$ cat src/rtl/ccs_pkg.sv
package ccs_pkg;

  typedef enum logic [3:0] {
    ST_IDLE    = 4'd0,
    ST_WS      = 4'd1,
    ST_SLIP_A  = 4'd2,
    ST_GAP     = 4'd3,
    ST_SLIP_B  = 4'd4,
    ST_SETTLE  = 4'd5,
    ST_CRST    = 4'd6,
    ST_LOCKW   = 4'd7,
    ST_BACKOFF = 4'd8,
    ST_READY   = 4'd9
  } ccs_state_e;

endpackage

$ cat src/rtl/ccs_rst_sync.sv
module ccs_rst_sync #(
  parameter int unsigned STAGES = 2
) (
  input  logic clk,
  input  logic rst_n_i,
  output logic rst_n_o
);

  logic [STAGES-1:0] sync_q;

  always_ff @(posedge clk or negedge rst_n_i) begin
    if (!rst_n_i) begin
      sync_q <= '0;
    end else begin
      sync_q <= {sync_q[STAGES-2:0], 1'b1};
    end
  end

  assign rst_n_o = sync_q[STAGES-1];

endmodule

$ cat src/rtl/ccs_wait_timer.sv
module ccs_wait_timer #(
  parameter int unsigned TW = 8
) (
  input  logic          clk,
  input  logic          rst_n,
  input  logic          load_i,
  input  logic [TW-1:0] load_val_i,
  output logic          done_o
);

  logic [TW-1:0] cnt_q;
  logic [TW-1:0] cnt_d;
  logic          cnt_en;

  always_comb begin
    cnt_en = load_i | (cnt_q != '0);
    cnt_d  = load_i ? load_val_i : (cnt_q - TW'(1));
  end

  always_ff @(posedge clk or negedge rst_n) begin
    if (!rst_n) begin
      cnt_q <= '0;
    end else if (cnt_en) begin
      cnt_q <= cnt_d;
    end
  end

  assign done_o = (cnt_q == '0);

endmodule

$ cat src/rtl/ccs_phase_gen.sv
module ccs_phase_gen (
  input  logic clk,
  input  logic rst_n,
  input  logic wordslip_i,
  output logic pair_sel_o
);

  logic phase_q;
  logic phase_d;

  always_comb begin
    phase_d = ~phase_q;
  end

  always_ff @(posedge clk or negedge rst_n) begin
    if (!rst_n) begin
      phase_q <= 1'b0;
    end else begin
      phase_q <= phase_d;
    end
  end

  // Odd cycles (phase 1) serve lanes 0/2 unless the word slip swaps parity.
  assign pair_sel_o = ~(phase_q ^ wordslip_i);

endmodule

$ cat src/rtl/ccs_slip_fsm.sv
module ccs_slip_fsm
  import ccs_pkg::*;
#(
  parameter int unsigned MAX_ATTEMPTS  = 10,
  parameter int unsigned WS_AFTER      = 5,
  parameter int unsigned SLIP_WAIT_CYC = 125,
  parameter int unsigned LOCK_WAIT_CYC = 12500,
  parameter int unsigned BACKOFF_CYC   = 125000000,
  parameter int unsigned TW            = 27,
  parameter int unsigned AW            = 4
) (
  input  logic          clk,
  input  logic          rst_n,
  input  logic          start_i,
  input  logic          comma_i,
  input  logic          tmr_done_i,
  output logic          tmr_load_o,
  output logic [TW-1:0] tmr_val_o,
  output logic          bitslip_o,
  output logic          wordslip_o,
  output logic          comma_rst_o,
  output logic          rx_ready_o
);

  localparam logic [AW-1:0] ATT_FIRST = AW'(1);
  localparam logic [AW-1:0] ATT_LAST  = AW'(MAX_ATTEMPTS);
  localparam logic [AW-1:0] ATT_WS    = AW'(WS_AFTER);
  localparam logic [TW-1:0] SETTLE_LD = TW'(SLIP_WAIT_CYC - 1);
  localparam logic [TW-1:0] LOCK_LD   = TW'(LOCK_WAIT_CYC - 1);
  localparam logic [TW-1:0] BACK_LD   = TW'(BACKOFF_CYC - 1);

  ccs_state_e     state_q, state_d;
  logic [AW-1:0]  att_q, att_d;
  logic           ws_q, ws_d;
  logic           att_en;

  always_comb begin
    state_d    = state_q;
    att_d      = att_q;
    tmr_load_o = 1'b0;
    tmr_val_o  = '0;
    unique case (state_q)
      ST_IDLE: begin
        if (start_i) begin
          state_d = ST_WS;
          att_d   = ATT_FIRST;
        end
      end
      ST_WS:     state_d = ST_SLIP_A;
      ST_SLIP_A: state_d = ST_GAP;
      ST_GAP:    state_d = ST_SLIP_B;
      ST_SLIP_B: begin
        state_d    = ST_SETTLE;
        tmr_load_o = 1'b1;
        tmr_val_o  = SETTLE_LD;
      end
      ST_SETTLE: begin
        if (tmr_done_i) state_d = ST_CRST;
      end
      ST_CRST: begin
        state_d    = ST_LOCKW;
        tmr_load_o = 1'b1;
        tmr_val_o  = LOCK_LD;
      end
      ST_LOCKW: begin
        if (tmr_done_i) begin
          if (comma_i) begin
            state_d = ST_READY;
          end else if (att_q == ATT_LAST) begin
            state_d    = ST_BACKOFF;
            tmr_load_o = 1'b1;
            tmr_val_o  = BACK_LD;
          end else begin
            state_d = ST_WS;
            att_d   = att_q + AW'(1);
          end
        end
      end
      ST_BACKOFF: begin
        if (tmr_done_i) begin
          state_d = ST_WS;
          att_d   = ATT_FIRST;
        end
      end
      ST_READY: begin
        if (start_i) begin
          state_d = ST_WS;
          att_d   = ATT_FIRST;
        end
      end
      default: state_d = ST_IDLE;
    endcase
    att_en = (att_d != att_q);
    ws_d   = (att_d > ATT_WS);
  end

  always_ff @(posedge clk or negedge rst_n) begin
    if (!rst_n) begin
      state_q <= ST_IDLE;
    end else begin
      state_q <= state_d;
    end
  end

  always_ff @(posedge clk or negedge rst_n) begin
    if (!rst_n) begin
      att_q <= '0;
      ws_q  <= 1'b0;
    end else if (att_en) begin
      att_q <= att_d;
      ws_q  <= ws_d;
    end
  end

  assign bitslip_o   = (state_q == ST_SLIP_A) || (state_q == ST_SLIP_B);
  assign comma_rst_o = (state_q == ST_CRST);
  assign rx_ready_o  = (state_q == ST_READY);
  assign wordslip_o  = ws_q;

endmodule

$ cat src/rtl/comma_slip_ctrl.sv
module comma_slip_ctrl #(
  parameter int unsigned CLK_HZ        = 125000000,
  parameter int unsigned MAX_ATTEMPTS  = 10,
  parameter int unsigned WS_AFTER      = 5,
  parameter int unsigned SLIP_WAIT_CYC = CLK_HZ / 1000000,
  parameter int unsigned LOCK_WAIT_CYC = CLK_HZ / 10000,
  parameter int unsigned BACKOFF_CYC   = CLK_HZ,
  parameter int unsigned SYNC_STAGES   = 2
) (
  input  logic clk,
  input  logic rst_n,
  input  logic start_i,
  input  logic comma_i,
  output logic bitslip_o,
  output logic wordslip_o,
  output logic comma_rst_o,
  output logic rx_ready_o,
  output logic pair_sel_o
);

  localparam int unsigned MAX_SL  = (SLIP_WAIT_CYC > LOCK_WAIT_CYC) ? SLIP_WAIT_CYC : LOCK_WAIT_CYC;
  localparam int unsigned TMR_MAX = (MAX_SL > BACKOFF_CYC) ? MAX_SL : BACKOFF_CYC;
  localparam int unsigned TMR_W   = $clog2(TMR_MAX + 1);
  localparam int unsigned ATT_W   = $clog2(MAX_ATTEMPTS + 1);

  logic             rst_sync_n;
  logic             tmr_load;
  logic [TMR_W-1:0] tmr_val;
  logic             tmr_done;

  ccs_rst_sync #(.STAGES(SYNC_STAGES)) u_rst_sync (
    .clk     (clk),
    .rst_n_i (rst_n),
    .rst_n_o (rst_sync_n)
  );

  ccs_wait_timer #(.TW(TMR_W)) u_timer (
    .clk        (clk),
    .rst_n      (rst_sync_n),
    .load_i     (tmr_load),
    .load_val_i (tmr_val),
    .done_o     (tmr_done)
  );

  ccs_slip_fsm #(
    .MAX_ATTEMPTS  (MAX_ATTEMPTS),
    .WS_AFTER      (WS_AFTER),
    .SLIP_WAIT_CYC (SLIP_WAIT_CYC),
    .LOCK_WAIT_CYC (LOCK_WAIT_CYC),
    .BACKOFF_CYC   (BACKOFF_CYC),
    .TW            (TMR_W),
    .AW            (ATT_W)
  ) u_fsm (
    .clk         (clk),
    .rst_n       (rst_sync_n),
    .start_i     (start_i),
    .comma_i     (comma_i),
    .tmr_done_i  (tmr_done),
    .tmr_load_o  (tmr_load),
    .tmr_val_o   (tmr_val),
    .bitslip_o   (bitslip_o),
    .wordslip_o  (wordslip_o),
    .comma_rst_o (comma_rst_o),
    .rx_ready_o  (rx_ready_o)
  );

  ccs_phase_gen u_phase (
    .clk        (clk),
    .rst_n      (rst_sync_n),
    .wordslip_i (wordslip_o),
    .pair_sel_o (pair_sel_o)
  );

endmodule

$ cat config.mk
export PLATFORM = sky130hd
export DESIGN_NAME = comma_slip_ctrl
export DESIGN_NICKNAME = d
export VERILOG_FILES = /design/src/rtl/ccs_pkg.sv /design/src/rtl/ccs_rst_sync.sv /design/src/rtl/ccs_wait_timer.sv /design/src/rtl/ccs_phase_gen.sv /design/src/rtl/ccs_slip_fsm.sv /design/src/rtl/comma_slip_ctrl.sv
export SDC_FILE = /design/constraint.sdc
export NUM_CORES = 1
export LEC_CHECK = 0
export BUFFER_PORTS_ARGS = -buffer_cell sky130_fd_sc_hd__buf_4
export CAP_MARGIN = 20
export CORE_UTILIZATION = 52
export DETAILED_ROUTE_END_ITERATION = 8
export PLACE_DENSITY = 0.69
export RECOVER_POWER = 100
export SETUP_SLACK_MARGIN = 0.4
export SLEW_MARGIN = 40
export SYNTH_ARGS = -nofsm -noshare
export SYNTH_HDL_FRONTEND = slang
export SYNTH_HIERARCHICAL = 1
export SYNTH_SLANG_ARGS = --single-unit
$ cat constraint.sdc
create_clock -name clk -period 2.4 [get_ports clk]
set_input_delay 0.48 -clock clk [delete_from_list [all_inputs] [get_ports clk]]
set_output_delay 0.48 -clock clk [all_outputs]
set_load 0.01 [all_outputs]
[Yosys cells after proc, flatten, opt, wreduce, memory -nomap -nowiden]
Cells that the tools add are included.
Word-level totals
  register bits after elaboration: 39
  input port bits: 4
Operators by class
  add/subtract/negate cells: 2
  bitwise operators: 4
  reduce and logical (&&, ||, !) cells: 7
  mux-type cells: 22
  order comparisons: 1
  equality and inequality tests: 15
Operators by type and width (number)
  two-way mux 27 bit: 4
  one-hot mux 27 bit (3 select lines): 1
  two-way mux 4 bit: 11
  one-hot mux 4 bit (9 select lines): 1
  zero test 27 bit: 1
  nonzero test 27 bit: 1
  subtractor 27 x 1 -> 27 bit (second input constant): 1
  == test 4 x 3 -> 1 bit (second input constant): 4
  == test 4 bit (second input constant): 3
  one-hot mux 4 bit (3 select lines): 1
  == test 4 x 2 -> 1 bit (second input constant): 2
  != test 2 bit (second input constant): 3
  adder 4 x 1 -> 4 bit (second input constant): 1
  == test 4 x 1 -> 1 bit (second input constant): 1
  greater-than comparator 4 x 3 -> 1 bit (second input constant): 1
  zero test 4 bit: 1
  != test 4 bit: 1
  AND reduction 4 bit: 1
  OR reduction 2 bit: 2
  two-way mux 1 bit: 3
  != test 2 x 1 -> 1 bit (second input constant): 1
  NOT 1 bit: 2
  one-hot mux 1 bit (2 select lines): 1
  logical OR 1 bit: 1
  2 further kinds: 2

[Longest topological paths before layout]
Gate-level depths: netlist of run 1.
  depth after elaboration: 6
  depth in mapped cells: 13
  mapped depth without buffers: 11

[Cells and area by module]
Netlist of run 1, hierarchy kept.
By module, submodules not included
  ccs_wait_timer: instances 1, seq. area each 675.6 um2, cells each 168, area each 1535.2 um2
  ccs_slip_fsm: instances 1, seq. area each 225.2 um2, cells each 134, area each 1052.3 um2
  ccs_rst_sync: instances 1, seq. area each 50.0 um2, cells each 3, area each 53.8 um2
  ccs_phase_gen: instances 1, seq. area each 25.0 um2, cells each 3, area each 37.5 um2

[Worst setup path before layout of run 1]
Ideal clock, no wire load.
  path type: reg-to-reg
  start point: register u_timer.cnt_q[0]
  end point: register u_timer.cnt_q[0]
  setup slack: -736 ps
  cell stages (with the launch flop): 13
  required time: 2268 ps
  arrival time: 3004 ps
  path buffers: 3
  period minus slack after synthesis: 3136 ps
  setup time: 132 ps
  path through: dfrtp_1 -> inv_1 -> ha_1 -> nor3b_2 -> nand2_1 -> nor4_1 -> nor2b_1 -> buf_2 -> nand3_1 -> nand2_1 -> clkbuf_1 -> clkbuf_1 -> o21ai_1
On the way
  word-level cells in the longest chain between the ends: 4
  elaborated cells on any way between the ends: 9
  those cells by class: add/sub: 1; mux: 5; bitwise: 1; reduce/logical: 2
Ends and longest elaborated chain
  from (decl): line ccs_wait_timer.sv:11  | logic [TW-1:0] cnt_q;
  from (signal assigned): line ccs_wait_timer.sv:24  | cnt_q <= cnt_d;
  zero test 27 bit *: line ccs_wait_timer.sv:28  | assign done_o = (cnt_q == '0);
  net tmr_done: line comma_slip_ctrl.sv:29  | logic tmr_done;
  two-way mux 1 bit *: line ccs_slip_fsm.sv:66  | if (tmr_done_i) begin
  one-hot mux 1 bit (2 select lines) *: line ccs_slip_fsm.sv:42  | unique case (state_q)
  net tmr_load: line comma_slip_ctrl.sv:27  | logic tmr_load;
  two-way mux 27 bit or bitwise OR 1 bit (tied branches): line ccs_wait_timer.sv:17, ccs_wait_timer.sv:16
Mark *: on every way through the listed nets, which the timed path passes. The rest lies on a longest branch.
A chain may end at the register's enable or synchronous reset.

[Worst setup path after layout of run 1]
  start point: register u_timer.cnt_q[23]
  end point: register u_fsm.ws_q, in the netlist u_fsm/wordslip_o
On the way
  word-level cells in the longest chain between the ends: 4
  elaborated cells on any way between the ends: 6
  those cells by class: order compare: 1; eq/ne: 1; mux: 3; reduce/logical: 1
Ends and longest elaborated chain
  zero test 27 bit *: line ccs_wait_timer.sv:28
  net tmr_done: line comma_slip_ctrl.sv:29
  two-way mux 4 bit, on equally long branches: line ccs_slip_fsm.sv:80, ccs_slip_fsm.sv:66
  one-hot mux 4 bit (3 select lines) *: line ccs_slip_fsm.sv:42
  greater-than comparator 4 x 3 -> 1 bit or != test 4 bit (tied branches): line ccs_slip_fsm.sv:94, ccs_slip_fsm.sv:93
  to (signal assigned): line ccs_slip_fsm.sv:111  | ws_q <= ws_d;
  to (decl): line ccs_slip_fsm.sv:34  | logic ws_q, ws_d;
Marked as above.

==> impl_metrics.tcl, run 1 <==
set metrics [dict create \
    finalNetCount 335 \
    area_growth_pct 17.23 \
    dieHeight_um 73.78 \
    slew_headroom_pct 38.74 \
    ant_nets 0 \
    min_period_ns 2.290 \
    seqPwrFrac_pct 31.6 \
    skew_ns 0.009018 \
    max_stage_delay_ns 0.41 \
    clkSinkCount 39 \
    reg2reg_depth 10 \
    worstReg2RegEnd "u_fsm/wordslip_o" \
    avgViaCountPerCell 5.714 \
    synth_ff_type "dfrtp_1" \
    drv_slew 0 \
    drtPass1Iterations 4 \
    worstPathArrival_ns 2.47 \
    wire_per_inst_um 15.48 \
    num_io_pins 9 \
    synthTopCellsByArea "dfrtp_1 (36%), buf_4 (6.4%), xnor2_1 (6.2%)" \
    cp_max_fo 4 \
    fillCellCount 396 \
    io_buffers 8 \
    wirelength_mm 6.114 \
    fmax_ghz 0.4366 \
    critical_path_class "register to register" \
    vdd_ir_drop_max_mv 0.7931 \
    drtIter0Drc 133 \
    synth_common_cells "nand2_1 (41), dfrtp_1 (39), buf_4 (23), nor2_1 (20), o21ai_1 (20)" \
    cp-end-kind "register" \
    grt_pass1_wl_mm 10.36 \
    synth_area_sq_um 2679 \
    leakage_nw 1.319 \
    h-tree-depth 2 \
    p_int_mw 2.166 \
    drive_above_1_share_pct 28.35 \
    swShare_pct 43.91 \
    first_global_vias 2168 \
    status "complete, no violations" \
    yosys_warnings 6 \
    vias 2257 \
    start_util_pct 55.25 \
    grt_usage_pct 25.32 \
    p_per_area_nw_per_um2 1230 \
    synth_edf_count 0 \
    timing.critical_path.mode_cell "a21oi_2" \
    path_cells "nor4_2 > nand2_1 > nor4_4 > nor2b_4 > buf_2 > a41oi_2 > a21oi_2 > a21oi_2 > a221oi_2 > nor3_2" \
    crit_required_ns 2.58 \
    cts_tree "built" \
    period_share_pct 95.43 \
    rsz0062_at_grt "yes" \
    setup_viol 0 \
    ys_types 60 \
    die-area_sq_um 5443 \
    antenna_found_initial 0 \
    endpoint "u_fsm/wordslip_o" \
    die_w_um 73.78 \
    clk_latency_ns 0.30 \
    tightest_slew_ns 0.9189 \
    rows 25 \
    synth_cells 308 \
    dpl.hpwl_mm 4.031 \
    max_cap_violations 0 \
    synth_seq_cells 39 \
    dp_slack_ns 0.04212 \
    startpoint_type "register" \
    pwr-share-clk_pct 11.8 \
    power_frac_comb_pct 56.6 \
    grt-ovfl-total 0 \
    rrSetupSlack_ns 0.11 \
    clk_pin_slew_ns 0.08 \
    synth_largest_area_cell "dfrtp_1" \
    fin_cells 395 \
    synth_most_common_cell "nand2_1" \
    ys_async_sr_fraction_pct 100.0 \
    cts_buffers 5 \
    switchingPower_mw 1.696 \
    final_hold_viol_count 0 \
    syn_area_per_cell_sq_um 8.697 \
    grt_max_degree 38 \
    place_inst 372 \
    antenna_cells 0 \
    clk_path_buf_depth 2 \
    synth.top_cell.area_share_pct 36.43 \
    root_buffer "clkbuf_8" \
    rr_startpoint "u_timer/cnt_q[23]" \
    core_area_sq_um 4848 \
    crit_slowest_cell "dfrtp_1" \
    hold_class "register to register" \
    place.gp.congestion 0.9429 \
    drc_errors 0 \
    crit_start "u_timer/cnt_q[23]" \
    ys_seq_area_share_pct 36.43 \
    fin_ws_ns 0.1096 \
]
==> worst min path at each step <==
| stage | slack [ns] | cells past startpoint | to | from |
|---|---|---|---|---|
| 2_1_floorplan | 0.18 | 0 | u_rst_sync/sync_q[0] | rst_n |
| 3_3_place_gp | 0.26 | 1 | u_rst_sync/sync_q[0] | rst_n |
| 3_5_place_dp | 0.26 | 1 | u_rst_sync/sync_q[0] | rst_n |
| 4_1_cts | 0.31 | 1 | u_timer/cnt_q[24] | u_rst_sync/sync_q[1] |
| 5_1_grt | 0.37 | 0 | u_rst_sync/sync_q[1] | u_rst_sync/sync_q[0] |
| 6_report | 0.36 | 0 | u_rst_sync/sync_q[1] | u_rst_sync/sync_q[0] |
==> cell usage in the layout (no fill, tap or decap), drive strengths merged, types with 4 or more instances in the layout <==
master / count
o22ai: 4
xnor2: 19
conb: 7
o21ai: 29
nor2: 20
nor3: 18
a21oi: 9
buf: 37
nand2: 42
inv: 11
or2: 4
clkbuf: 10
dfrtp: 39
nand3: 7
o31ai: 6
nor4: 5
==> state kept, by name (all words and copies together), names as in the netlist <==
name               cells
u_timer/cnt_q         27
u_fsm/att_q            4
u_fsm/state_q          4
u_rst_sync/sync_q      2
u_fsm/wordslip_o       1
u_phase/phase_q        1
==> power groups by stage <==
stage	Clock [mW]	Sequential (mW)	Combinational (mW)
2_1_floorplan	0	1.09	1.64
3_3_place_gp	0	1.21	1.84
3_5_place_dp	0	1.21	1.87
4_1_cts	0.469	1.20	2.07
5_1_grt	0.494	1.26	2.40
6_report	0.457	1.22	2.18
==> timing repair <==
action,in CTS,in global routing
pin swaps,10,9
hold buffers,1,0
setup buffers,9,5
cloned,1,0
endpoints found under the setup margin,32,37
endpoints found under the hold margin,2,0
resized for setup,21,10
==> layout make-up <==
| cell class | instances | area [sq um] | area share (%) |
|---|---|---|---|
| Inverter | 11 | 43.79 | 1.394 |
| Tap cell | 67 | 83.83 | 2.669 |
| Clock inverter | 1 | 5.005 | 0.1594 |
| Multi-Input combinational cell | 229 | 1622 | 51.63 |
| Timing Repair Buffer | 42 | 324.1 | 10.32 |
| Sequential cell | 39 | 979.7 | 31.20 |
| Clock buffer | 6 | 82.58 | 2.629 |
==> metal layers <==
layer  global-route usage, %  share of wire [%]
met3                   4.664                3.5
met4                   8.761                1.7
met1                   31.28                 43
met2                   44.14                 51
met5                       0                  0
==> logic make-up (layout without fill, tap and decap cells) <==
kind of cell,after synthesis,in the layout,share of synthesized area (%)
adder cells (fa/ha/maj),3,3,1.401
AND/OR/NAND/NOR,124,124,26.20
other,2,7,0.2803
AO/OA/AOI/OAI,68,68,16.21
multiplexers,5,5,1.962
flip-flops,39,39,36.43
buffers and inverters,45,60,10.32
XOR/XNOR,22,22,7.193
==> critical path: cells and delay by family, from the launching register on <==
kind	cells	cell delay [ns]
DFF	1	0.41
buffers and inverters	1	0.15
and+or+nand+nor	5	1.00
AOI/OAI and AO/OA	4	0.61
==> through the flow <==
step	TNS [ns]	hold WS, ns	instance area (sq um)	power (mW)	util [%]
floorplan	0	0.1844	2819	2.723	-
global placement	0	0.2628	2818	3.047	58.12
detailed placement	0	0.2641	2818	3.080	58.12
CTS	0	0.3066	3077	3.745	63.46
global route	-0.1214	0.3651	3141	4.158	64.77
finish	0	0.3557	3141	3.862	64.77
(Power assumes the default switching activity.)
==> inputs of run 2 (changes only) <==
- clock period: 2.4 -> 2.85 ns (I/O delays scaled with it)
==> impl_metrics.tcl, run 2 (synthesis gave the netlist of run 1 again) <==
set metrics [dict create \
    status "finished, violations left" \
    violations "capacitance limit, slew limit" \
    leakage_nw 1.271 \
    rsz0062_at_grt "no" \
    root_buffer "clkbuf_8" \
    critical_path_class "register to register" \
    whs_ns 0.04780 \
    p_total_mw 3.230 \
    cp-end-kind "register" \
    max_cap_violations 1 \
    cts_tree "built" \
    largest_reg_flops 27 \
    fillCellCount 403 \
    slew_headroom_pct -31.60 \
    clkSinkCount 39 \
    tightest_slew_ns 1.974 \
    crit_start "u_timer/cnt_q[15]" \
    place.gp.congestion 0.9192 \
    min_period_ns 2.495 \
    fin_setup_tns_ns 0 \
    clk_path_buf_depth 2 \
    first_global_vias 2036 \
    crit_slowest_cell "dfrtp_1" \
    worstPathArrival_ns 2.66 \
    clk_pin_slew_ns 0.08 \
    io_buffers 8 \
    cp_num_cells 9 \
    reg.largest.list "u_timer/cnt_q: 27 flops, u_fsm/att_q: 4 flops, u_fsm/state_q: 4 flops" \
    grt_pass1_wl_mm 9.632 \
    worstReg2RegEnd "u_timer/cnt_q[1]" \
    fmax_ghz 0.4008 \
    skew_ns 0.009367 \
    p_per_area_nw_per_um2 1047 \
    reg2reg_depth 9 \
    grt-ovfl-total 0 \
    start_util_pct 55.25 \
    cp_max_fo 6 \
    dpl.hpwl_mm 3.777 \
    hold_class "input pin to async pin" \
    finish.utilization_pct 63.64 \
    rows 25 \
    startpoint_type "register" \
    rr_startpoint "u_timer/cnt_q[15]" \
    cts_buffers 5 \
    wire_per_inst_um 15.80 \
    finalNetCount 320 \
    num_io_pins 9 \
    critPathBufInv 2 \
    die_w_um 73.78 \
    mostFrequentLayoutCells "dfrtp_1 (38), nand2_1 (37), o21ai_0 (23)" \
    grt_max_degree 38 \
    final_hold_viol_count 0 \
    fin_cells 381 \
    core_area_sq_um 4848 \
    endpoint "u_timer/cnt_q[1]" \
    grt_usage_pct 23.36 \
    wirelength_mm 6.020 \
    final_common_cell "dfrtp_1" \
    drive_above_1_share_pct 23.57 \
    vdd_ir_drop_max_mv 0.5920 \
    drv_slew 38 \
    crit_required_ns 3.02 \
    avgViaCountPerCell 5.774 \
    ant_nets 0 \
    path_cells "nor3_4 > nand2_4 > nor4_4 > nor2b_1 > buf_4 > nand3_4 > nand2_1 > inv_1 > mux2_2" \
    clk_latency_ns 0.29 \
    vias 2200 \
    h-tree-depth 2 \
    setup_viol 0 \
    cp_top_family "simple AND/OR/NAND/NOR gates" \
    dieHeight_um 73.78 \
    antenna_found_initial 0 \
    die-area_sq_um 5443 \
    top_register "u_timer/cnt_q" \
    max_stage_delay_ns 0.45 \
    antenna_cells 0 \
    area_growth_pct 15.18 \
    place_inst 360 \
    period_share_pct 87.54 \
    rrSetupSlack_ns 0.36 \
    drtPass1Iterations 4 \
    drc_errors 0 \
    drtIter0Drc 123 \
]
## run 2: final cells by class
type                            count  area, sq um  share of cell area (%)
Multi-Input combinational cell    230         1654                   53.61
Sequential cell                    39        977.2                   31.67
Timing Repair Buffer               26        192.7                   6.245
Tap cell                           67        83.83                   2.717
Clock buffer                        6        72.57                   2.352
Clock inverter                      2        60.06                   1.946
Inverter                           11        45.04                   1.460
## run 2: what timing repair did
| item | 4_1_cts | 5_1_grt |
|---|---|---|
| gates cloned | 0 | 2 |
| setup buffers | 3 | 8 |
| pin swaps | 0 | 8 |
| hold buffers | 0 | 0 |
| resized for setup | 4 | 44 |
| endpoints found under the setup margin | 16 | 28 |
## run 2: worst min path at each step
stage / startpoint / end / slack, ns / cells after the start
after floorplan: rst_n / u_rst_sync/sync_q[0] / 0.27 / 0
after global placement: u_rst_sync/sync_q[1] / u_phase/phase_q / 0.31 / 1
after detailed placement: u_rst_sync/sync_q[1] / u_timer/cnt_q[10] / 0.31 / 1
after CTS: rst_n / u_rst_sync/sync_q[0] / 0.04 / 1
after global routing: rst_n / u_rst_sync/sync_q[0] / 0.05 / 1
final: rst_n / u_rst_sync/sync_q[0] / 0.05 / 1
## run 2: metal layers
metal	vias up	track usage [%]	wire length, um	part of all wire [%]
met5	-	0	0	0
met4	0	9.188	116	1.9
met3	13	4.390	201	3.3
met2	43	37.61	3057	51
met1	1071	30.95	2644	44
li1	1073	-	-	-
## run 2: where the power goes
group	leakage (nW)	switching (mW)	total, mW	internal, mW
combinational	0.707	0.899	1.63	0.735
sequential	0.498	0.322	1.06	0.734
clock	0.0654	0.190	0.540	0.350
## run 2: through the flow
stage / setup slack (ns) / area [sq um]
floorplan: 0.4086 / 2738
global placement: 0.3794 / 2686
detailed placement: 0.3219 / 2686
CTS: 0.3629 / 2872
global route: 0.2130 / 3085
finish: 0.3552 / 3085
## run 2: worst register-to-register path: stages, from the launching register on
cell	delay, ns
dfrtp_1	0.45
nor3_4	0.31
nand2_4	0.12
nor4_4	0.29
nor2b_1	0.25
buf_4	0.18
nand3_4	0.09
nand2_1	0.25
inv_1	0.15
mux2_2	0.29
==> inputs of run 3 (changes only) <==
- CORE_UTILIZATION: 52 -> 35
- PLACE_DENSITY: 0.69 -> unset
==> impl_metrics.tcl, run 3 (synthesis gave the netlist of run 1 again) <==
set metrics [dict create \
    antenna_found_initial 0 \
    fin_ws_ns 0.3598 \
    drc_errors 0 \
    drive_above_1_share_pct 19.22 \
    antenna_cells 0 \
    crit_slowest_cell "dfrtp_1" \
    tightest_slew_ns 2.085 \
    clk_path_buf_depth 2 \
    startpoint_type "register" \
    fin_cells 406 \
    fmax_ghz 0.4016 \
    ant_nets 0 \
    finalNetCount 315 \
    rows 31 \
    place_inst 392 \
    min_period_ns 2.490 \
    first_global_vias 2123 \
    period_share_pct 87.37 \
    path_cells "inv_2 > ha_4 > nor3b_4 > nand2_4 > nor4_4 > nor2b_1 > buf_6 > nand3_2 > nand2_1 > inv_1 > mux2_2" \
    cts_buffers 5 \
    skew_ns 0.005494 \
    core_area_sq_um 7331 \
    wire_per_inst_um 14.45 \
    critical_path_class "register to register" \
    io_buffers 8 \
    final_common_cell "dfrtp_1" \
    grt_pass1_wl_mm 10.24 \
    worstReg2RegEnd "u_timer/cnt_q[1]" \
    hold_class "input pin to async pin" \
    cts_tree "built" \
    dpl.hpwl_mm 3.795 \
    num_io_pins 9 \
    p_total_mw 3.011 \
    root_buffer "clkbuf_8" \
    vias 2147 \
    setup_viol 0 \
    fin_setup_tns_ns 0 \
    dieHeight_um 89.49 \
    max_stage_delay_ns 0.41 \
    leakage_nw 1.209 \
    max_cap_violations 1 \
    slew_headroom_pct -39.03 \
    whs_ns 0.04958 \
    drv_slew 38 \
    rsz0062_at_grt "yes" \
    start_util_pct 36.54 \
    rrSetupSlack_ns 0.36 \
    violations "capacitance limit, slew limit" \
    p_per_area_nw_per_um2 1011 \
    cp_max_fo 5 \
    place.gp.congestion 0.8809 \
    grt-ovfl-total 0 \
    clkSinkCount 39 \
    mostFrequentLayoutCells "dfrtp_1 (39), nand2_1 (38), nor2_1 (20), o21ai_1 (20), xnor2_1 (19)" \
    top_layer "met4" \
    status "finished, violations left" \
    vdd_ir_drop_max_mv 0.3856 \
    avgViaCountPerCell 5.288 \
    drtPass1Iterations 4 \
    cp-end-kind "register" \
    final_hold_viol_count 0 \
    ctsHoldBuffers 0 \
    met1_length_mm 2.773 \
    largest_reg_flops 27 \
    die-area_sq_um 8008 \
    h-tree-depth 2 \
    dp_slack_ns 0.2816 \
    die_w_um 89.49 \
    rr_startpoint "u_timer/cnt_q[0]" \
    drtIter0Drc 154 \
    clk_latency_ns 0.29 \
    grt_max_degree 38 \
    crit_required_ns 3.03 \
    top_register "u_timer/cnt_q" \
    grt_usage_pct 16.82 \
    worstPathArrival_ns 2.67 \
    clk_pin_slew_ns 0.07 \
    area_growth_pct 11.12 \
    reg.largest.list "u_timer/cnt_q: 27 flops, u_fsm/att_q: 4 flops, u_fsm/state_q: 4 flops" \
    met3_length_um 199 \
    wirelength_mm 5.866 \
    reg2reg_depth 11 \
    wl_met2_mm 2.808 \
]
## run 3: metal layers
metal / GRT usage (%) / vias to the layer above
li1: - / 1055
met1: 22.22 / 1045
met2: 27.90 / 37
met3: 3.047 / 10
met4: 5.339 / 0
met5: 0 / -
## run 3: critical path: cells and delay by family (launching register included)
family / cells / cell delay [ns]
flip-flops: 1 / 0.41
adder cells (fa/ha/maj): 1 / 0.14
buffers and inverters: 3 / 0.39
AND/OR/NAND/NOR: 6 / 1.14
multiplexers: 1 / 0.29
## run 3: worst max path at each step
stage	to	slack, ns	from
global route	u_timer/cnt_q[0]	0.18	u_timer/cnt_q[0]
finish	u_timer/cnt_q[1]	0.36	u_timer/cnt_q[0]
global placement	u_fsm/wordslip_o	0.37	u_timer/cnt_q[0]
floorplan	u_timer/cnt_q[2]	0.41	u_timer/cnt_q[0]
CTS	u_fsm/wordslip_o	0.35	u_timer/cnt_q[23]
detailed placement	u_fsm/wordslip_o	0.28	u_timer/cnt_q[0]
## run 3: final cells by class
cell class | count | area (sq um)
timing repair buffer | 22 | 176.4
inverter | 11 | 41.29
clock buffer | 6 | 72.57
tap | 99 | 123.9
multi-input combinational | 229 | 1587
sequential | 39 | 975.9
fill | 736 | 4354
## run 3: power breakdown
group          switching (mW)  internal (mW)  total [mW]  leakage (nW)
clock network           0.185          0.163       0.349        0.0371
logic                   0.853          0.758        1.61         0.671
registers               0.317          0.734        1.05         0.500
## run 3: through the flow
step | utilization, % | instance area, sq um
after detailed placement | 37.36 | 2739
after global placement | 37.36 | 2739
after floorplan | - | 2738
after CTS | 39.17 | 2872
after global routing | 40.60 | 2977
final | 40.60 | 2977
## run 3: timing repair
item	CTS	global route
pin swaps	0	10
gates cloned	1	1
buffers inserted	3	3
setup endpoints to repair	20	29
gates resized for setup	2	30
